<file path="src/rtl/ledcfg_pkg.sv">
package ledcfg_pkg;

  localparam int DW    = 8;
  localparam int PW    = 4;
  localparam int NREG  = 13;
  localparam int LAST  = NREG - 1;

  localparam int A_MODE1 = 0;
  localparam int A_MODE2 = 1;
  localparam int A_DUTY0 = 2;
  localparam int NDUTY   = 4;
  localparam int A_GDUTY = A_DUTY0 + NDUTY;
  localparam int A_GFREQ = A_GDUTY + 1;
  localparam int A_OSEL  = A_GFREQ + 1;
  localparam int A_SUB1  = A_OSEL + 1;
  localparam int NSUB    = 3;
  localparam int A_ALLC  = A_SUB1 + NSUB;

  localparam int COMMIT_LO = A_DUTY0;
  localparam int NCOMMIT   = A_OSEL - A_DUTY0 + 1;
  localparam int OCH_BIT   = 3;

  localparam logic [2:0] AI_ALL   = 3'b100;
  localparam logic [2:0] AI_DUTY  = 3'b101;
  localparam logic [2:0] AI_GROUP = 3'b110;
  localparam logic [2:0] AI_MIX   = 3'b111;

  function automatic logic [7:0] reg_reset(input int idx);
    case (idx)
      A_MODE1:    return 8'h11;
      A_MODE2:    return 8'h01;
      A_GDUTY:    return 8'hFF;
      A_SUB1:     return 8'hE2;
      A_SUB1 + 1: return 8'hE4;
      A_SUB1 + 2: return 8'hE8;
      A_ALLC:     return 8'hE0;
      default:    return 8'h00;
    endcase
  endfunction

  function automatic logic [7:0] reg_wmask(input int idx);
    if (idx == A_MODE1) return 8'h1F;
    if (idx == A_MODE2) return 8'h3F;
    if (idx >= A_SUB1)  return 8'hFE;
    return 8'hFF;
  endfunction

endpackage

</file>
<file path="src/rtl/ledcfg_pointer.sv">
module ledcfg_pointer
  import ledcfg_pkg::*;
#(
  parameter int PTR_W = PW,
  parameter int N_REG = NREG
) (
  input  logic             clk,
  input  logic             rst_n,
  input  logic             txn_begin_i,
  input  logic             wr_valid_i,
  input  logic [PTR_W-1:0] ctl_ptr_i,
  input  logic [2:0]       ctl_mode_i,
  input  logic             rd_req_i,
  output logic [PTR_W-1:0] ptr_o,
  output logic [2:0]       ai_mode_o,
  output logic             data_wr_o,
  output logic             byte_ack_o
);

  localparam logic [PTR_W-1:0] TOP    = PTR_W'(N_REG - 1);
  localparam logic [PTR_W-1:0] ZERO   = '0;
  localparam logic [PTR_W-1:0] DUT_LO = PTR_W'(A_DUTY0);
  localparam logic [PTR_W-1:0] DUT_HI = PTR_W'(A_DUTY0 + NDUTY - 1);
  localparam logic [PTR_W-1:0] GRP_LO = PTR_W'(A_GDUTY);
  localparam logic [PTR_W-1:0] GRP_HI = PTR_W'(A_GFREQ);

  logic [PTR_W-1:0] ptr_q, ptr_d, ptr_step;
  logic [PTR_W-1:0] win_lo, win_hi;
  logic [2:0]       mode_q, mode_d;
  logic             ctl_q, ctl_d;
  logic             dead_q, dead_d;
  logic             step_en, ctl_take, ctl_drop, data_wr;

  // wrap window selected by the step mode
  always_comb begin
    step_en = 1'b1;
    win_lo  = ZERO;
    win_hi  = TOP;
    case (mode_q)
      AI_ALL:   begin win_lo = ZERO;   win_hi = TOP;    end
      AI_DUTY:  begin win_lo = DUT_LO; win_hi = DUT_HI; end
      AI_GROUP: begin win_lo = GRP_LO; win_hi = GRP_HI; end
      AI_MIX:   begin win_lo = DUT_LO; win_hi = GRP_HI; end
      default:  step_en = 1'b0;
    endcase
  end

  always_comb begin
    if (!step_en)            ptr_step = ptr_q;
    else if (ptr_q == win_hi) ptr_step = win_lo;
    else if (ptr_q == TOP)    ptr_step = ZERO;
    else                      ptr_step = ptr_q + PTR_W'(1);
  end

  always_comb begin
    ctl_take = wr_valid_i && ctl_q && (ctl_ptr_i <= TOP);
    ctl_drop = wr_valid_i && ctl_q && (ctl_ptr_i > TOP);
    data_wr  = wr_valid_i && !ctl_q && !dead_q;

    ptr_d  = ptr_q;
    mode_d = mode_q;
    if (ctl_take) begin
      ptr_d  = ctl_ptr_i;
      mode_d = ctl_mode_i;
    end else if (data_wr || rd_req_i) begin
      ptr_d = ptr_step;
    end

    ctl_d = ctl_q;
    if (wr_valid_i) ctl_d = 1'b0;
    if (txn_begin_i) ctl_d = 1'b1;

    dead_d = dead_q;
    if (ctl_drop) dead_d = 1'b1;
    if (txn_begin_i) dead_d = 1'b0;
  end

  always_ff @(posedge clk or negedge rst_n) begin
    if (!rst_n) begin
      ptr_q  <= '0;
      mode_q <= '0;
      ctl_q  <= 1'b0;
      dead_q <= 1'b0;
    end else begin
      ptr_q  <= ptr_d;
      mode_q <= mode_d;
      ctl_q  <= ctl_d;
      dead_q <= dead_d;
    end
  end

  assign ptr_o      = ptr_q;
  assign ai_mode_o  = mode_q;
  assign data_wr_o  = data_wr;
  assign byte_ack_o = ctl_take || data_wr;

  // the pointer never rests on a reserved index
  p_ptr_legal_r2: assert property (@(posedge clk) disable iff (!rst_n)
    ptr_q <= TOP);

  // a refused control byte leaves the pointer alone
  p_nack_keeps_ptr_r2: assert property (@(posedge clk) disable iff (!rst_n)
    (ctl_drop && !rd_req_i) |=> $stable(ptr_q));

  // non-stepping modes hold the pointer across data bytes
  p_no_step_r3: assert property (@(posedge clk) disable iff (!rst_n)
    (data_wr && !mode_q[2] && !rd_req_i) |=> $stable(ptr_q));

  // whole-bank walk wraps to zero
  p_all_wrap_r4: assert property (@(posedge clk) disable iff (!rst_n)
    (data_wr && mode_q == AI_ALL && ptr_q == TOP) |=> ptr_q == ZERO);

  // duty+group walk wraps to the first duty register
  p_mix_wrap_r7: assert property (@(posedge clk) disable iff (!rst_n)
    (data_wr && mode_q == AI_MIX && ptr_q == GRP_HI) |=> ptr_q == DUT_LO);

endmodule

</file>
<file path="src/rtl/ledcfg_regfile.sv">
module ledcfg_regfile
  import ledcfg_pkg::*;
#(
  parameter int DATA_W = DW,
  parameter int PTR_W  = PW,
  parameter int N_REG  = NREG
) (
  input  logic                           clk,
  input  logic                           rst_n,
  input  logic                           wr_en_i,
  input  logic [PTR_W-1:0]               ptr_i,
  input  logic [DATA_W-1:0]              wdata_i,
  input  logic [2:0]                     ai_mode_i,
  output logic [DATA_W-1:0]              rd_data_o,
  output logic [DATA_W-1:0]              mode1_o,
  output logic [DATA_W-1:0]              mode2_o,
  output logic [NSUB:0][DATA_W-1:0]      addr_o,
  output logic [NCOMMIT-1:0][DATA_W-1:0] commit_src_o
);

  logic [N_REG-1:0][DATA_W-1:0] sh_q, sh_d;
  logic [DATA_W-1:0]            mode1_view;

  for (genvar i = 0; i < N_REG; i++) begin : g_reg
    localparam logic [DATA_W-1:0] RST  = DATA_W'(reg_reset(i));
    localparam logic [DATA_W-1:0] MASK = DATA_W'(reg_wmask(i));
    logic hit;

    always_comb begin
      hit      = wr_en_i && (ptr_i == PTR_W'(i));
      sh_d[i]  = hit ? (wdata_i & MASK) : sh_q[i];
    end

    always_ff @(posedge clk or negedge rst_n) begin
      if (!rst_n) sh_q[i] <= RST;
      else        sh_q[i] <= sh_d[i];
    end
  end

  // upper mode-1 bits are held at zero by the mask; the step mode is merged in
  assign mode1_view = sh_q[A_MODE1] | {ai_mode_i, {(DATA_W-3){1'b0}}};

  always_comb begin
    rd_data_o = mode1_view;
    for (int i = 1; i < N_REG; i++) begin
      if (ptr_i == PTR_W'(i)) rd_data_o = sh_q[i];
    end
  end

  assign mode1_o      = mode1_view;
  assign mode2_o      = sh_q[A_MODE2];
  assign addr_o       = sh_q[A_ALLC:A_SUB1];
  assign commit_src_o = sh_d[A_OSEL:A_DUTY0];

  // with no accepted data byte, the bank does not move
  p_nack_ignored_r2: assert property (@(posedge clk) disable iff (!rst_n)
    !wr_en_i |=> $stable(sh_q));

endmodule

</file>
<file path="src/rtl/ledcfg_commit.sv">
module ledcfg_commit
  import ledcfg_pkg::*;
#(
  parameter int DATA_W = DW,
  parameter int PTR_W  = PW,
  parameter int N_OUT  = NCOMMIT,
  parameter int BASE   = COMMIT_LO
) (
  input  logic                         clk,
  input  logic                         rst_n,
  input  logic                         stop_i,
  input  logic                         och_i,
  input  logic                         wr_en_i,
  input  logic [PTR_W-1:0]             ptr_i,
  input  logic [DATA_W-1:0]            wdata_i,
  input  logic [N_OUT-1:0][DATA_W-1:0] src_i,
  output logic [N_OUT-1:0][DATA_W-1:0] active_o
);

  logic [N_OUT-1:0][DATA_W-1:0] active_q, active_d;

  for (genvar i = 0; i < N_OUT; i++) begin : g_out
    localparam logic [DATA_W-1:0] RST = DATA_W'(reg_reset(BASE + i));
    logic ack_hit;

    always_comb begin
      ack_hit = och_i && wr_en_i && (ptr_i == PTR_W'(BASE + i));
      if (stop_i)       active_d[i] = src_i[i];
      else if (ack_hit) active_d[i] = wdata_i;
      else              active_d[i] = active_q[i];
    end

    always_ff @(posedge clk or negedge rst_n) begin
      if (!rst_n) active_q[i] <= RST;
      else        active_q[i] <= active_d[i];
    end
  end

  assign active_o = active_q;

  // outputs only move on STOP or on an acknowledged byte in ACK mode
  p_hold_until_commit_r9: assert property (@(posedge clk) disable iff (!rst_n)
    (!stop_i && !(och_i && wr_en_i)) |=> $stable(active_q));

  // with change-on-ACK and no STOP, a byte outside the output range moves nothing
  p_ack_range_r10: assert property (@(posedge clk) disable iff (!rst_n)
    (!stop_i && wr_en_i && (ptr_i < PTR_W'(BASE))) |=> $stable(active_q));

endmodule

</file>
<file path="src/rtl/ledcfg_bank.sv">
module ledcfg_bank
  import ledcfg_pkg::*;
#(
  parameter int DATA_W = DW,
  parameter int PTR_W  = PW
) (
  input  logic                    clk,
  input  logic                    rst_n,
  input  logic                    txn_begin_i,
  input  logic                    wr_valid_i,
  input  logic [DATA_W-1:0]       wr_byte_i,
  input  logic                    rd_req_i,
  input  logic                    stop_i,
  output logic                    byte_ack_o,
  output logic [DATA_W-1:0]       rd_data_o,
  output logic [DATA_W-1:0]       mode1_o,
  output logic [DATA_W-1:0]       mode2_o,
  output logic [NDUTY*DATA_W-1:0] duty_o,
  output logic [DATA_W-1:0]       grp_duty_o,
  output logic [DATA_W-1:0]       grp_freq_o,
  output logic [DATA_W-1:0]       led_sel_o,
  output logic [DATA_W-1:0]       sub1_o,
  output logic [DATA_W-1:0]       sub2_o,
  output logic [DATA_W-1:0]       sub3_o,
  output logic [DATA_W-1:0]       allcall_o
);

  logic [1:0]                     rst_pipe_q;
  logic                           rst_sn;
  logic [PTR_W-1:0]               ptr;
  logic [2:0]                     ai_mode;
  logic                           data_wr;
  logic [NSUB:0][DATA_W-1:0]      addr_regs;
  logic [NCOMMIT-1:0][DATA_W-1:0] commit_src;
  logic [NCOMMIT-1:0][DATA_W-1:0] active;

  // asynchronous assertion, synchronous release
  always_ff @(posedge clk or negedge rst_n) begin
    if (!rst_n) rst_pipe_q <= 2'b00;
    else        rst_pipe_q <= {rst_pipe_q[0], 1'b1};
  end
  assign rst_sn = rst_pipe_q[1];

  ledcfg_pointer #(.PTR_W(PTR_W), .N_REG(NREG)) u_ptr (
    .clk         (clk),
    .rst_n       (rst_sn),
    .txn_begin_i (txn_begin_i),
    .wr_valid_i  (wr_valid_i),
    .ctl_ptr_i   (wr_byte_i[PTR_W-1:0]),
    .ctl_mode_i  (wr_byte_i[DATA_W-1:DATA_W-3]),
    .rd_req_i    (rd_req_i),
    .ptr_o       (ptr),
    .ai_mode_o   (ai_mode),
    .data_wr_o   (data_wr),
    .byte_ack_o  (byte_ack_o)
  );

  ledcfg_regfile #(.DATA_W(DATA_W), .PTR_W(PTR_W), .N_REG(NREG)) u_regs (
    .clk          (clk),
    .rst_n        (rst_sn),
    .wr_en_i      (data_wr),
    .ptr_i        (ptr),
    .wdata_i      (wr_byte_i),
    .ai_mode_i    (ai_mode),
    .rd_data_o    (rd_data_o),
    .mode1_o      (mode1_o),
    .mode2_o      (mode2_o),
    .addr_o       (addr_regs),
    .commit_src_o (commit_src)
  );

  ledcfg_commit #(.DATA_W(DATA_W), .PTR_W(PTR_W), .N_OUT(NCOMMIT), .BASE(COMMIT_LO)) u_commit (
    .clk      (clk),
    .rst_n    (rst_sn),
    .stop_i   (stop_i),
    .och_i    (mode2_o[OCH_BIT]),
    .wr_en_i  (data_wr),
    .ptr_i    (ptr),
    .wdata_i  (wr_byte_i),
    .src_i    (commit_src),
    .active_o (active)
  );

  assign duty_o     = active[NDUTY-1:0];
  assign grp_duty_o = active[A_GDUTY-COMMIT_LO];
  assign grp_freq_o = active[A_GFREQ-COMMIT_LO];
  assign led_sel_o  = active[A_OSEL-COMMIT_LO];
  assign sub1_o     = addr_regs[0];
  assign sub2_o     = addr_regs[1];
  assign sub3_o     = addr_regs[2];
  assign allcall_o  = addr_regs[NSUB];

endmodule

</file>
<file path="config.mk">
export PLATFORM = sky130hd
export DESIGN_NAME = ledcfg_bank
export DESIGN_NICKNAME = d
export VERILOG_FILES = /design/src/rtl/ledcfg_pkg.sv /design/src/rtl/ledcfg_pointer.sv /design/src/rtl/ledcfg_regfile.sv /design/src/rtl/ledcfg_commit.sv /design/src/rtl/ledcfg_bank.sv
export SDC_FILE = /design/constraint.sdc
export NUM_CORES = 1
export LEC_CHECK = 0
export ABC_AREA = 1
export BUFFER_PORTS_ARGS = -buffer_cell sky130_fd_sc_hd__buf_2
export CORE_MARGIN = 4
export CORE_UTILIZATION = 55
export CTS_BUF_LIST = sky130_fd_sc_hd__clkbuf_16
export CTS_CLUSTER_SIZE = 8
export DETAILED_ROUTE_END_ITERATION = 10
export PLACE_DENSITY = 0.86
export SETUP_SLACK_MARGIN = 0.4
export SLEW_MARGIN = 25
export SYNTH_ARGS = -nofsm -noshare
export SYNTH_HDL_FRONTEND = slang
export SYNTH_SLANG_ARGS = --single-unit
</file>
<file path="constraint.sdc">
create_clock -name clk -period 6.71 [get_ports clk]
set_clock_uncertainty 0.2 [all_clocks]
set_input_delay 0.3355 -clock clk [delete_from_list [all_inputs] [get_ports clk]]
set_output_delay 0.3355 -clock clk [all_outputs]
set_load 0.005 [all_outputs]
</file>
Word level (Yosys, flattened, before mapping). Index checks and enable logic that the tools add are counted.

Flip-flop bits (word level): 162. Input port bits: 14. Output and inout bits: 113.

$lt $le $gt $ge: 2. Reduce and logical (&&, ||, !) cells: 46. Bitwise gates (word level): 1. Eq/ne operators: 17. Add/sub/neg operators: 1. Muxes and demuxes: 45.

Operators by type and width (count): two-way mux 8 bit (33); logical AND 1 bit (26); nonzero test 2 bit (11); equality test 4 bit, second input constant (5); two-way mux 4 bit (5); equality test 4 x 3 -> 1 bit, second input constant (4); equality test 3 bit, second input constant (4); equality test 4 x 2 -> 1 bit, second input constant (2); OR 5 x 8 -> 8 bit (1); one-hot mux 4 bit (2 select lines) (1); one-hot mux 3 bit (2 select lines) (1); two-way mux 1 bit (5); adder 4 x 1 -> 4 bit, second input constant (1); equality test 4 x 1 -> 1 bit, second input constant (1); equality test 4 bit (1); > comparator 4 bit, second input constant (1); less-or-equal comparator 4 bit, second input constant (1); logical NOT 4 bit (1); OR reduction 2 bit (2); OR reduction 4 bit (1); logical NOT 1 bit (2); logical OR 1 bit (2); AND reduction 2 bit (1).

Logic depth before layout (Yosys ltp).
Depth after elaboration: 13. Mapped depth: 20.

By module. Synthesis repeated with hierarchy kept, for this count alone.

Cell total of the unflattened synthesis: 1132. Area, all modules: 8464.4 sq um.

By module, submodules not included: ledcfg_regfile (cells each 647, times used 1, area an instance 4953.5 sq um); ledcfg_commit (cells each 386, times used 1, area an instance 2837.7 sq um); ledcfg_pointer (cells each 96, times used 1, area an instance 619.3 sq um); ledcfg_bank (cells each 3, times used 1, area an instance 53.8 sq um).

Worst setup path before layout. Ideal clock, no wire load.

Kind: flip-flop to output port. Start: reg u_ptr.ptr_q[1] (netlist: u_ptr.ptr_o[1]). End: out rd_data_o[5]. Required time: 6174 ps. Arrival: 1780 ps. Slack: 4395 ps. Stages on the path, launching flop included: 19. Path through: dfrtp_1 inv_1 ha_1 inv_1 nor2_4 inv_2 buf_6 nor2_1 nor2_1 nand2_1 nand2_1 nand2_1 nand2_1 nand2_1 nand2_1 nand2_1 nand2_1 nand2_1 nand2_1.

Word-level cells in the longest chain between the ends: 13.

Ends and longest elaborated chain: from (decl) (RTL line ledcfg_pointer.sv:27) `logic [PTR_W-1:0] ptr_q, ptr_d, ptr_step;`; from (signal assigned) (RTL line ledcfg_pointer.sv:85) `ptr_q <= ptr_d;`; equality test 4 x 1 -> 1 bit (RTL line ledcfg_regfile.sv:46) `if (ptr_i == PTR_W'(i)) rd_data_o = sh_q[i];`; two-way mux 8 bit (11 in series) (RTL line ledcfg_regfile.sv:46); two-way mux 8 bit (*) (RTL line ledcfg_regfile.sv:46); to (decl) (RTL line ledcfg_bank.sv:15) `output logic [DATA_W-1:0] rd_data_o,`.

Mark *: on every way between the ends. The rest lies on a longest branch, timed or not.

Final worst setup path.
Start: reg u_ptr.ptr_q[1] (netlist: u_ptr.ptr_o[1]). End: out rd_data_o[4].

Same word-level chain as after synthesis.

==> summary.txt <==
Total Wirelength - 22.8 mm
Slew @ Worst Pin - 907 ps
global route overflow - 0
R2R setup slack - 3890 ps
WL per Instance - 17.2 µm
worst-path cell chain - inv_1 > ha_1 > inv_1 > nor2_1 > a21oi_1 > nand2_1 > nand2_1 > nand2_1 > nand2_1 > nand2_1 > nand2_1 > buf_2
total of cells resized after clock tree synthesis - 0
Post-Syn Area per Cell - 7.81 µm²
Post-Synth Simple-Gate Area - 28.1%
worst skew pair latency - 430 ps
post-synthesis compound-gate area fraction - 10.9%
largest net degree at the start of global routing - 85
slowest stage delay, CP - 720 ps
number of I/O port buffers - 120
Critical Path RT - 6170 ps
Final HPWL DP - 15.5 mm
clock sinks - 162
Buf/Inv on CP - 3
Starting Density - 56.3%
Area Growth Syn to Fin - 13.2%
Slew headroom - 39.3%
Crit path max-delay family - simple AND/OR/NAND/NOR gates
layout cells sized above 1 - 19.8%
status - completed
Seq/Total Area, Yosys - 49.9%
minimum clock period - 3410 ps
cells on worst reg2reg path - 6
die width - 130 µm
CTS root buf - clkbuf_16
clock slew at reported path FFs - 60 ps
crit path kind - reg -> out
initial antenna violation count - 0
Most common cell on crit path - nand2_1
P per Cell Area - 476 nW/µm²
Routability Congestion - 0.932
M2 GR Usage - 42.6%
total negative slack - 0 ps
GRT Resource Usage Total - 27.8%
synth top area cells - dfrtp_1, nand2_1, dfstp_2
RSZ-0062 raised after global routing - false
cell accounting for the most synthesized area - dfrtp_1
H-Tree Depth - 4
Post-Syn Area - 8210 µm²
ANT nets after route - 0
GR Util met3 - 5.12%
num rows - 44
vias in the first global route - 6,844
Via-to-Cell Ratio - 5.52
drt first pass iters - 5
# hold bufs at CTS - 9
first-iteration detailed-routing DRC count - 881
gr busiest metal - met2
Antenna Cells - 0
die height - 130 µm
share of the synthesized area in the top cell type - 39.0%
Post-Synth Adder-Cell Area - 0.610%
I/O pin count - 127
core footprint - 14,600 µm²
CTS tree - built
RR Startpoint - u_ptr.ptr_o[1]
f_max - 293 MHz
Mapped Cells - 1,051
CTS Buf Count - 17
register bit count reported by yosys - 162
Final nets - 1,144
GRT met1 Usage - 38.5%
total of max-cap violations - 0
Setup-failing EPs final - 0
placed cells - 1,281
leakage - 4.70 nW
via count - 7,304
drt drc - 0
main combinational cell family by area after synthesis - simple AND/OR/NAND/NOR gates
first-pass GRT wire length - 36.0 mm
most frequent cells in the layout - nand2_1, dfrtp_1, buf_2, o21ai_0, nor2_1
peak supply drop - 251 µV
fin crit share - 50.8%
Post-CTS Setup Bufs - 0
largest buffer count on any clock path - 2
Cell variety after synth - 36
Reg-to-Reg End - u_regs.addr_o[1]
CP Max Fanout - 16
final hold viol count - 0
critical path startpoint category - flip-flop
crit path capture type - output pin
post-synthesis mux area share - 0%
hold crit path type - in -> async
Fill cells - 1,195
fin. max-slew vios - 0
Synth Area in XOR/XNOR - 0.213%
Die ar. - 16,900 µm²
CP max stage cell - nor2_1
YS warnings - 0
WP data arrival - 2870 ps
Finished Layout Cells - 1,323
most common cell after layout, fill and taps aside - nand2_1
[flip-flops by register name (all words and copies together) (netlist names)]
name / count
rst_pipe_q: 2
u_commit.active_o: 56
u_ptr.ai_mode_o: 3
u_ptr.ctl_q: 1
u_ptr.dead_q: 1
u_ptr.ptr_o: 4
u_regs.addr_o: 28
u_regs.mode2_o: 6
u_regs.sh_q: 61
[layer usage]
| metal | part of all wire, % | wire length [µm] |
|---|---|---|
| met1 | 42 | 9520 |
| met2 | 45 | 10300 |
| met3 | 9.0 | 2050 |
| met4 | 3.9 | 897 |
| met5 | 0 | 0 |
[worst max path at each step]
| stage | startpoint | to | slack [ps] | depth (start not counted) |
|---|---|---|---|---|
| floorplan | rst_pipe_q[1] | u_commit.active_o[0] | 1720 | 0 |
| global placement | u_ptr.ptr_o[1] | rd_data_o[5] | 3800 | 12 |
| detailed placement | u_ptr.ptr_o[1] | rd_data_o[4] | 3850 | 12 |
| CTS | u_ptr.ptr_o[1] | rd_data_o[4] | 3330 | 12 |
| global route | u_ptr.ptr_o[1] | rd_data_o[7] | 3030 | 18 |
| finish | u_ptr.ptr_o[1] | rd_data_o[4] | 3300 | 12 |
[through the flow]
stage | utilization (%) | total power, mW | hold WS, ps | worst slack, ps | area (µm²)
2_1_floorplan | - | 2.82 | -160 | 1720 | 8230
3_3_place_gp | 58.6 | 3.32 | -78.9 | 3800 | 8550
3_5_place_dp | 58.6 | 3.35 | -77.5 | 3850 | 8550
4_1_cts | 63.4 | 4.39 | 1.22 | 3330 | 9260
5_1_grt | 63.7 | 4.73 | 31.6 | 3030 | 9290
6_report | 63.7 | 4.42 | 20.8 | 3300 | 9290
[worst reg2reg max path: stages (launching register included)]
cell and delay [ps]:
dfrtp_1 410, inv_1 150, ha_1 330, inv_1 140, nor2_1 720, nand2_1 480
o21ai_0 300
[cells by family after synthesis]
family | count (synthesis)
AO/OA/AOI/OAI | 161
flip-flops | 162
buffers and inverters | 164
XOR/XNOR | 2
AND/OR/NAND/NOR | 556
other | 2
adder cells (fa/ha/maj) | 4
[cell type report]
type	instances	area, µm²	area share, %
Sequential cell	162	4100	44.1
Multi-Input combinational cell	730	3300	35.5
Timing Repair Buffer	132	737	7.93
Clock buffer	17	425	4.58
Inverter	83	312	3.35
Tap cell	184	230	2.48
Clock inverter	15	188	2.02
[synthesized netlist by cell type, drive strengths merged]
library cell  number
a211oi             1
a21oi             35
buf               63
clkbuf            18
clkinv             3
conb               2
dfrtp            128
dfstp             34
ha                 4
inv               80
nand2            388
nand3             59
nand3b             1
nand4              1
nor2              91
nor3               1
nor4               2
o211ai            25
o21ai             96
o21bai             1
o22ai              2
o31ai              1
or2               13
xor2               2
[power by group]
| group | switching (mW) | total [mW] | leakage, nW | internal [mW] |
|---|---|---|---|---|
| Sequential | 0.296 | 1.74 | 1.96 | 1.44 |
| Clock | 0.403 | 1.02 | 0.296 | 0.619 |
| Combinational | 1.03 | 1.66 | 2.44 | 0.636 |
No activity file was read; power rests on OpenSTA's default activity.
